`config.mk`:
```
export PLATFORM = sky130hd
export DESIGN_NAME = shock_buf_ptr_mgr
export DESIGN_NICKNAME = d
export VERILOG_FILES = /design/src/rtl/sbp_pkg.sv /design/src/rtl/sbp_ptrs.sv /design/src/rtl/sbp_residual.sv /design/src/rtl/sbp_dec_fsm.sv /design/src/rtl/sbp_disturb.sv /design/src/rtl/shock_buf_ptr_mgr.sv
export SDC_FILE = /design/constraint.sdc
export NUM_CORES = 1
export LEC_CHECK = 0
export BUFFER_PORTS_ARGS = -buffer_cell sky130_fd_sc_hd__clkbuf_2
export CAP_MARGIN = 20
export CELL_PAD_IN_SITES_DETAIL_PLACEMENT = 0
export CELL_PAD_IN_SITES_GLOBAL_PLACEMENT = 2
export CORE_AREA = 2 2 123 125
export DETAILED_ROUTE_END_ITERATION = 12
export DIE_AREA = 0 0 125 127
export PLACE_DENSITY_LB_ADDON = 0.1
export SLEW_MARGIN = 0
export SYNTH_ARGS = -nofsm -noshare
export SYNTH_HDL_FRONTEND = slang
export SYNTH_SLANG_ARGS = --single-unit
```
`constraint.sdc`:
```
create_clock -name clk -period 3.8 [get_ports clk]
set_input_delay 0.76 -clock clk [delete_from_list [all_inputs] [get_ports clk]]
set_output_delay 0.76 -clock clk [all_outputs]
set_load 0.05 [all_outputs]
```
`src/rtl/sbp_pkg.sv`:
```
package sbp_pkg;

    typedef enum logic [1:0] {
        DEC_IDLE    = 2'd0,
        DEC_RUN     = 2'd1,
        DEC_STARVED = 2'd2
    } dec_state_t;

    typedef enum logic {
        DST_CLEAR = 1'b0,
        DST_HELD  = 1'b1
    } dst_state_t;

    typedef enum logic [1:0] {
        ERR_FALL_LOW = 2'd0,
        ERR_RISE_LOW = 2'd1,
        ERR_LVL_LOW  = 2'd2,
        ERR_LVL_HIGH = 2'd3
    } err_mode_t;

endpackage

```
`src/rtl/sbp_ptrs.sv`:
```
module sbp_ptrs #(
    parameter int BASE_AW = 18,
    localparam int ADDR_W = BASE_AW + 4
) (
    input  logic              clk,
    input  logic              rst_n,
    input  logic [1:0]        mem_sel,
    input  logic              wr_step,
    input  logic              confirm,
    input  logic              rd_go,
    input  logic              wr_clr,
    input  logic              rd_clr,
    output logic [ADDR_W-1:0] wr_ptr,
    output logic [ADDR_W-1:0] rd_ptr,
    output logic [ADDR_W-1:0] good_ptr,
    output logic [ADDR_W-1:0] mask,
    output logic              overflow,
    output logic              empty
);

    localparam logic [ADDR_W-1:0] MASK_S = {4'b0000, {BASE_AW{1'b1}}};
    localparam logic [ADDR_W-1:0] MASK_M = {2'b00, {(BASE_AW+2){1'b1}}};
    localparam logic [ADDR_W-1:0] MASK_L = {1'b0, {(BASE_AW+3){1'b1}}};
    localparam logic [ADDR_W-1:0] MASK_X = {ADDR_W{1'b1}};

    logic              wr_acc;
    logic [ADDR_W-1:0] wr_inc;
    logic [ADDR_W-1:0] rd_inc;

    always_comb begin
        unique case (mem_sel)
            2'd0:    mask = MASK_S;
            2'd1:    mask = MASK_M;
            2'd2:    mask = MASK_L;
            default: mask = MASK_X;
        endcase
    end

    assign wr_acc = wr_step && !overflow;
    assign wr_inc = (wr_ptr + 1'b1) & mask;
    assign rd_inc = (rd_ptr + 1'b1) & mask;
    assign empty  = (rd_ptr == good_ptr);

    always_ff @(posedge clk) begin
        if (!rst_n) begin
            wr_ptr   <= '0;
            good_ptr <= '0;
        end else if (wr_clr) begin
            wr_ptr   <= '0;
            good_ptr <= '0;
        end else begin
            if (wr_acc)
                wr_ptr <= wr_inc;
            if (confirm)
                good_ptr <= wr_ptr;
        end
    end

    always_ff @(posedge clk) begin
        if (!rst_n)
            rd_ptr <= '0;
        else if (rd_clr)
            rd_ptr <= '0;
        else if (rd_go)
            rd_ptr <= rd_inc;
    end

    always_ff @(posedge clk) begin
        if (!rst_n)
            overflow <= 1'b0;
        else if (wr_clr || rd_clr)
            overflow <= 1'b0;
        else if (wr_acc && (wr_inc == rd_ptr))
            overflow <= 1'b1;
    end


    ovf_hold_chk: assert property (@(posedge clk) disable iff (!rst_n)
        overflow && !wr_clr && !rd_clr |=> overflow);


    wr_freeze_chk: assert property (@(posedge clk) disable iff (!rst_n)
        overflow && !wr_clr |=> $stable(wr_ptr));


    wr_clr_chk: assert property (@(posedge clk) disable iff (!rst_n)
        wr_clr |=> (wr_ptr == '0) && (good_ptr == '0));


    rd_hold_chk: assert property (@(posedge clk) disable iff (!rst_n)
        empty && !rd_clr |=> $stable(rd_ptr));

endmodule

```
`src/rtl/sbp_residual.sv`:
```
module sbp_residual #(
    parameter int ADDR_W    = 22,
    parameter int RES_SHIFT = 6,
    localparam int RES_W    = ADDR_W - RES_SHIFT
) (
    input  logic [ADDR_W-1:0] good_ptr,
    input  logic [ADDR_W-1:0] rd_ptr,
    input  logic [ADDR_W-1:0] mask,
    output logic [RES_W-1:0]  residual
);

    logic [ADDR_W-1:0] span;
    logic [ADDR_W-1:0] span_sh;

    assign span     = (good_ptr - rd_ptr) & mask;
    assign span_sh  = span >> RES_SHIFT;
    assign residual = span_sh[RES_W-1:0];

endmodule

```
`src/rtl/sbp_dec_fsm.sv`:
```
module sbp_dec_fsm
    import sbp_pkg::*;
(
    input  logic clk,
    input  logic rst_n,
    input  logic dec_en,
    input  logic empty,
    input  logic rd_step,
    output logic dec_active,
    output logic rd_go
);

    dec_state_t state, state_nx;

    always_ff @(posedge clk) begin
        if (!rst_n)
            state <= DEC_IDLE;
        else
            state <= state_nx;
    end

    always_comb begin
        state_nx = state;
        unique case (state)
            DEC_IDLE: begin
                if (dec_en)
                    state_nx = empty ? DEC_STARVED : DEC_RUN;
            end
            DEC_RUN: begin
                if (!dec_en)
                    state_nx = DEC_IDLE;
                else if (empty)
                    state_nx = DEC_STARVED;
            end
            DEC_STARVED: begin
                if (!dec_en)
                    state_nx = DEC_IDLE;
                else if (!empty)
                    state_nx = DEC_RUN;
            end
            default: state_nx = DEC_IDLE;
        endcase
    end

    always_comb begin
        dec_active = (state == DEC_RUN);
        rd_go      = rd_step && dec_active && !empty;
    end


    dec_off_chk: assert property (@(posedge clk) disable iff (!rst_n)
        !dec_en |=> !dec_active);


    dec_restart_chk: assert property (@(posedge clk) disable iff (!rst_n)
        (state == DEC_STARVED) && dec_en && !empty |=> dec_active);

endmodule

```
`src/rtl/sbp_disturb.sv`:
```
module sbp_disturb
    import sbp_pkg::*;
(
    input  logic       clk,
    input  logic       rst_n,
    input  logic [1:0] err_mode,
    input  logic       err_flag,
    input  logic       frame_clk,
    input  logic       clr,
    output logic       disturb
);

    dst_state_t state, state_nx;
    logic       fclk_q;
    logic       hit;

    always_ff @(posedge clk) begin
        if (!rst_n)
            fclk_q <= 1'b0;
        else
            fclk_q <= frame_clk;
    end

    always_comb begin
        unique case (err_mode_t'(err_mode))
            ERR_FALL_LOW: hit = fclk_q && !frame_clk && !err_flag;
            ERR_RISE_LOW: hit = !fclk_q && frame_clk && !err_flag;
            ERR_LVL_LOW:  hit = !err_flag;
            default:      hit = err_flag;
        endcase
    end

    always_ff @(posedge clk) begin
        if (!rst_n)
            state <= DST_CLEAR;
        else
            state <= state_nx;
    end

    always_comb begin
        state_nx = state;
        unique case (state)
            DST_CLEAR: if (!clr && hit) state_nx = DST_HELD;
            DST_HELD:  if (clr)         state_nx = DST_CLEAR;
            default:   state_nx = DST_CLEAR;
        endcase
    end

    assign disturb = (state == DST_HELD);


    dist_hold_chk: assert property (@(posedge clk) disable iff (!rst_n)
        disturb && !clr |=> disturb);


    dist_clr_chk: assert property (@(posedge clk) disable iff (!rst_n)
        clr |=> !disturb);

endmodule

```
`src/rtl/shock_buf_ptr_mgr.sv`:
```
module shock_buf_ptr_mgr #(
    parameter int BASE_AW   = 18,
    parameter int RES_SHIFT = 6,
    localparam int ADDR_W   = BASE_AW + 4,
    localparam int RES_W    = ADDR_W - RES_SHIFT
) (
    input  logic              clk,
    input  logic              rst_n,
    input  logic [1:0]        mem_sel,
    input  logic              wr_step,
    input  logic              confirm,
    input  logic              rd_step,
    input  logic              dec_en,
    input  logic              wr_clr,
    input  logic              rd_clr,
    input  logic [1:0]        err_mode,
    input  logic              err_flag,
    input  logic              frame_clk,
    output logic [ADDR_W-1:0] wr_ptr,
    output logic [ADDR_W-1:0] rd_ptr,
    output logic [ADDR_W-1:0] good_ptr,
    output logic              overflow,
    output logic              empty,
    output logic [RES_W-1:0]  residual,
    output logic              disturb,
    output logic              dec_active
);

    logic [ADDR_W-1:0] mask;
    logic              rd_go;

    sbp_ptrs #(.BASE_AW(BASE_AW)) u_ptrs (
        .clk      (clk),
        .rst_n    (rst_n),
        .mem_sel  (mem_sel),
        .wr_step  (wr_step),
        .confirm  (confirm),
        .rd_go    (rd_go),
        .wr_clr   (wr_clr),
        .rd_clr   (rd_clr),
        .wr_ptr   (wr_ptr),
        .rd_ptr   (rd_ptr),
        .good_ptr (good_ptr),
        .mask     (mask),
        .overflow (overflow),
        .empty    (empty)
    );

    sbp_residual #(.ADDR_W(ADDR_W), .RES_SHIFT(RES_SHIFT)) u_res (
        .good_ptr (good_ptr),
        .rd_ptr   (rd_ptr),
        .mask     (mask),
        .residual (residual)
    );

    sbp_dec_fsm u_fsm (
        .clk        (clk),
        .rst_n      (rst_n),
        .dec_en     (dec_en),
        .empty      (empty),
        .rd_step    (rd_step),
        .dec_active (dec_active),
        .rd_go      (rd_go)
    );

    sbp_disturb u_dst (
        .clk       (clk),
        .rst_n     (rst_n),
        .err_mode  (err_mode),
        .err_flag  (err_flag),
        .frame_clk (frame_clk),
        .clr       (wr_clr || rd_clr),
        .disturb   (disturb)
    );


    empty_match_chk: assert property (@(posedge clk) disable iff (!rst_n)
        empty |-> (residual == '0));

endmodule

```
==> run summary <==
top-area cell type share of the netlist area = 30.9%
average cell area after synthesis = 7.99 µm²
switching fraction of total power = 22.3%
HPWL after detailed placement = 12400 µm
sort of element at the start of the critical path = register
fmax = 269 MHz
via count = 4467
combinational power share = 4.4%
post-synthesis cell type count = 56
largest fanout of any net on the critical path = 6
leading post-synthesis cells by instance count = nor2_1 (72), dfxtp_1 (71), xnor2_1 (54)
shortest clock period the worst path allows after layout = 3710 ps
clock skew after layout = 5.14 ps
core area = 14400 µm²
reg2reg start = u_ptrs.rd_ptr[17]$_SDFFE_PP0P_
Slew @ Worst Pin = 828 ps
Die Ht = 127 µm
power density over cell area = 302 nW/µm²
Max IR drop VDD = 195 µV
clock sinks = 71
cell with the most instances after synthesis = nor2_1
post-detailed-route via-to-cell ratio = 5.13
Reg2Reg Capture Point = u_ptrs.rd_ptr[21]$_SDFFE_PP0P_
sequential area share after synthesis = 30.9%
dominant synthesized flop cell = dfxtp_1
main area contributors after synthesis = dfxtp_1 (31%), xnor2_1 (10%), ha_1 (6.3%), mux2i_1 (5.9%), nor2_1 (5.9%)
Relative slew margins = 44.8%
Hold Violations, Final = 0
total leakage power = 2.48 nW
share of total power in the clock network = 53.5%
Final Net Count = 719
RSZ-0062 raised after global routing = true
post-synthesis instance area = 4600 µm²
number of top-level design ports = 100
largest area contributor in the netlist = dfxtp_1
GP Congestion = 0.832
Pre-Repair DR Iteration Count = 5
die width = 125 µm
average wire length per cell after detail routing = 18.4 µm
share of power burned in registers = 42.1%
final slew viol count = 0
starting density of the core = 31.9%
Detailed Route Iter0 Violations = 231
result of the run = complete, no violations
final wirelength = 16000 µm
Antenna Diode Count = 0
via count of the first global-routing pass = 4301
clock tree root buffer cell = clkbuf_16
fraction of the cycle the final worst path needs = 97.7%
path type of the worst setup path = register to output pin
drc violations = 0
number of placement rows = 44
CTS buffer count = 9
Max H-tree Level = 3
proportion of layout cells with a drive suffix above 1 = 25.8%
Max-cap violations = 0
capture endpoint of the worst hold path = u_ptrs.overflow$_SDFFE_PP0P_
net count of the mapped netlist = 613
internal cell power = 1.38 mW
flip-flop and latch count after synthesis = 71
instance count along the most critical hold path = 2
growth of design area from synthesis to finish = 28.0%
largest net degree at the start of global routing = 30
synthesized instance count = 576
ys async rst share = 0%
number of buffers inserted by port buffering = 99
worst min-delay path startpoint = u_ptrs.overflow$_SDFFE_PP0P_
antenna violations before repair = 0
data required time of the worst path = 3040 ps
EDFF count, synth = 0
area of all placed cells without fillers = 5890 µm²
GRT Resource Usage Total = 20.4%
Routed Antenna Nets = 0
global route overflow = 0
first-pass GRT wire length = 25100 µm
later-pin clock latency in the skew report = 350 ps
CTS tree = built
placed inst area = 5440 µm²
final worst-path setup slack = 85.6 ps
post-CTS clock slew at the launch and capture registers of the worst setup and hold paths = 60 ps
setup slack of the most critical reg-to-reg path = 740 ps
critical path data arrival time = 2950 ps
Die Area = 15900 µm²
Worst Setup End Kind = output pin
net switching power = 0.396 mW
Hold Path Class = register to register
count of final setup violators = 0
count of hold-fix buffers inserted at cts = 0
R2R cell count = 10
count of yosys warnings during synthesis = 0
number of buffers on the longest clock path = 2
worst slack after detailed placement = 127 ps
-- registers in the layout, indices dropped and copies added, names as in the netlist --
register / count
u_ptrs.good_ptr: 22
u_ptrs.rd_ptr: 22
u_ptrs.wr_ptr: 22
u_fsm.state: 2
u_dst.disturb: 1
u_dst.fclk_q: 1
u_ptrs.overflow: 1
-- logic make-up after synthesis --
family          synth area share (%)
fa+ha+maj                       6.25
mux                             5.87
xor+xnor                        13.9
flops                           30.9
simple gates                    25.6
compound gates                  11.8
buf+inv                         5.73
-- critical path: stages (launching register included) --
cell	delay, ps
dfxtp_4	370
inv_1	90
ha_4	290
nand2_2	70
a211o_1	310
a31oi_4	190
nor3_4	80
or4_4	560
a2111o_1	400
nand3_2	100
buf_8	140
-- metrics by stage --
stage / util [%] / power [mW] / hold WS, ps / cells / TNS (ps)
after floorplan: - / 0.814 / 511 / 576 / 0
after global placement: 37.7 / 0.844 / 480 / 853 / 0
after detailed placement: 37.7 / 0.844 / 491 / 853 / 0
after CTS: 40.6 / 1.80 / 501 / 871 / 0
after global routing: 40.9 / 1.85 / 550 / 871 / -7.54
final: 40.9 / 1.78 / 490 / 871 / 0
-- layer usage --
layer	GRT usage [%]	wire length (µm)
met3	4.73	766
met4	5.16	178
met1	26.1	7300
met2	34.8	7790
met5	0	0
-- how the worst max path moves through the flow --
stage,start,endpoint,slack [ps],cells after the start
floorplan,u_ptrs.rd_ptr[1]$_SDFFE_PP0P_,residual[13],40,9
global placement,u_ptrs.rd_ptr[1]$_SDFFE_PP0P_,residual[15],150,11
detailed placement,u_ptrs.rd_ptr[8]$_SDFFE_PP0P_,residual[13],130,10
CTS,u_ptrs.rd_ptr[5]$_SDFFE_PP0P_,residual[13],8,10
global route,u_ptrs.rd_ptr[8]$_SDFFE_PP0P_,residual[13],-8,10
finish,u_ptrs.rd_ptr[8]$_SDFFE_PP0P_,residual[13],90,10
-- power by group through the flow --
stage          logic (mW)  clock network (mW)  registers [mW]
3_3_place_gp       0.0777                   0           0.766
2_1_floorplan      0.0439                   0           0.770
5_1_grt            0.0853                1.01           0.749
3_5_place_dp       0.0783                   0           0.766
6_report           0.0781               0.951           0.749
4_1_cts            0.0786               0.975           0.749
-- layout make-up --
cell class	count	area, µm²
clock buffer	13	260
clock inverter	3	65.1
sequential	71	1430
multi-input combinational	441	3050
inverter	32	120
timing repair buffer	127	736
tap	184	230
fill	1544	8530
-- layout by cell type, fill, tap and decap left out, drive strengths merged, types with 17 or more instances in the layout --
| cell type | instances |
|---|---|
| clkbuf | 110 |
| nor2 | 72 |
| dfxtp | 71 |
| xnor2 | 54 |
| nand2 | 39 |
| inv | 32 |
| buf | 30 |
| a21oi | 30 |
| mux2i | 27 |
| ha | 23 |
| nor3 | 22 |
| nand3 | 21 |
| xor2 | 19 |
| o21ai | 19 |
| nand4 | 17 |
-- timing repair --
| action | CTS | global route |
|---|---|---|
| gates resized for setup | 13 | 14 |
| hold endpoints to repair | 0 | 0 |
| buffers inserted | 2 | 0 |
| cloned | 0 | 0 |
| pin swaps | 2 | 3 |
| setup endpoints to repair | 5 | 5 |
(Power assumes the default switching activity.)
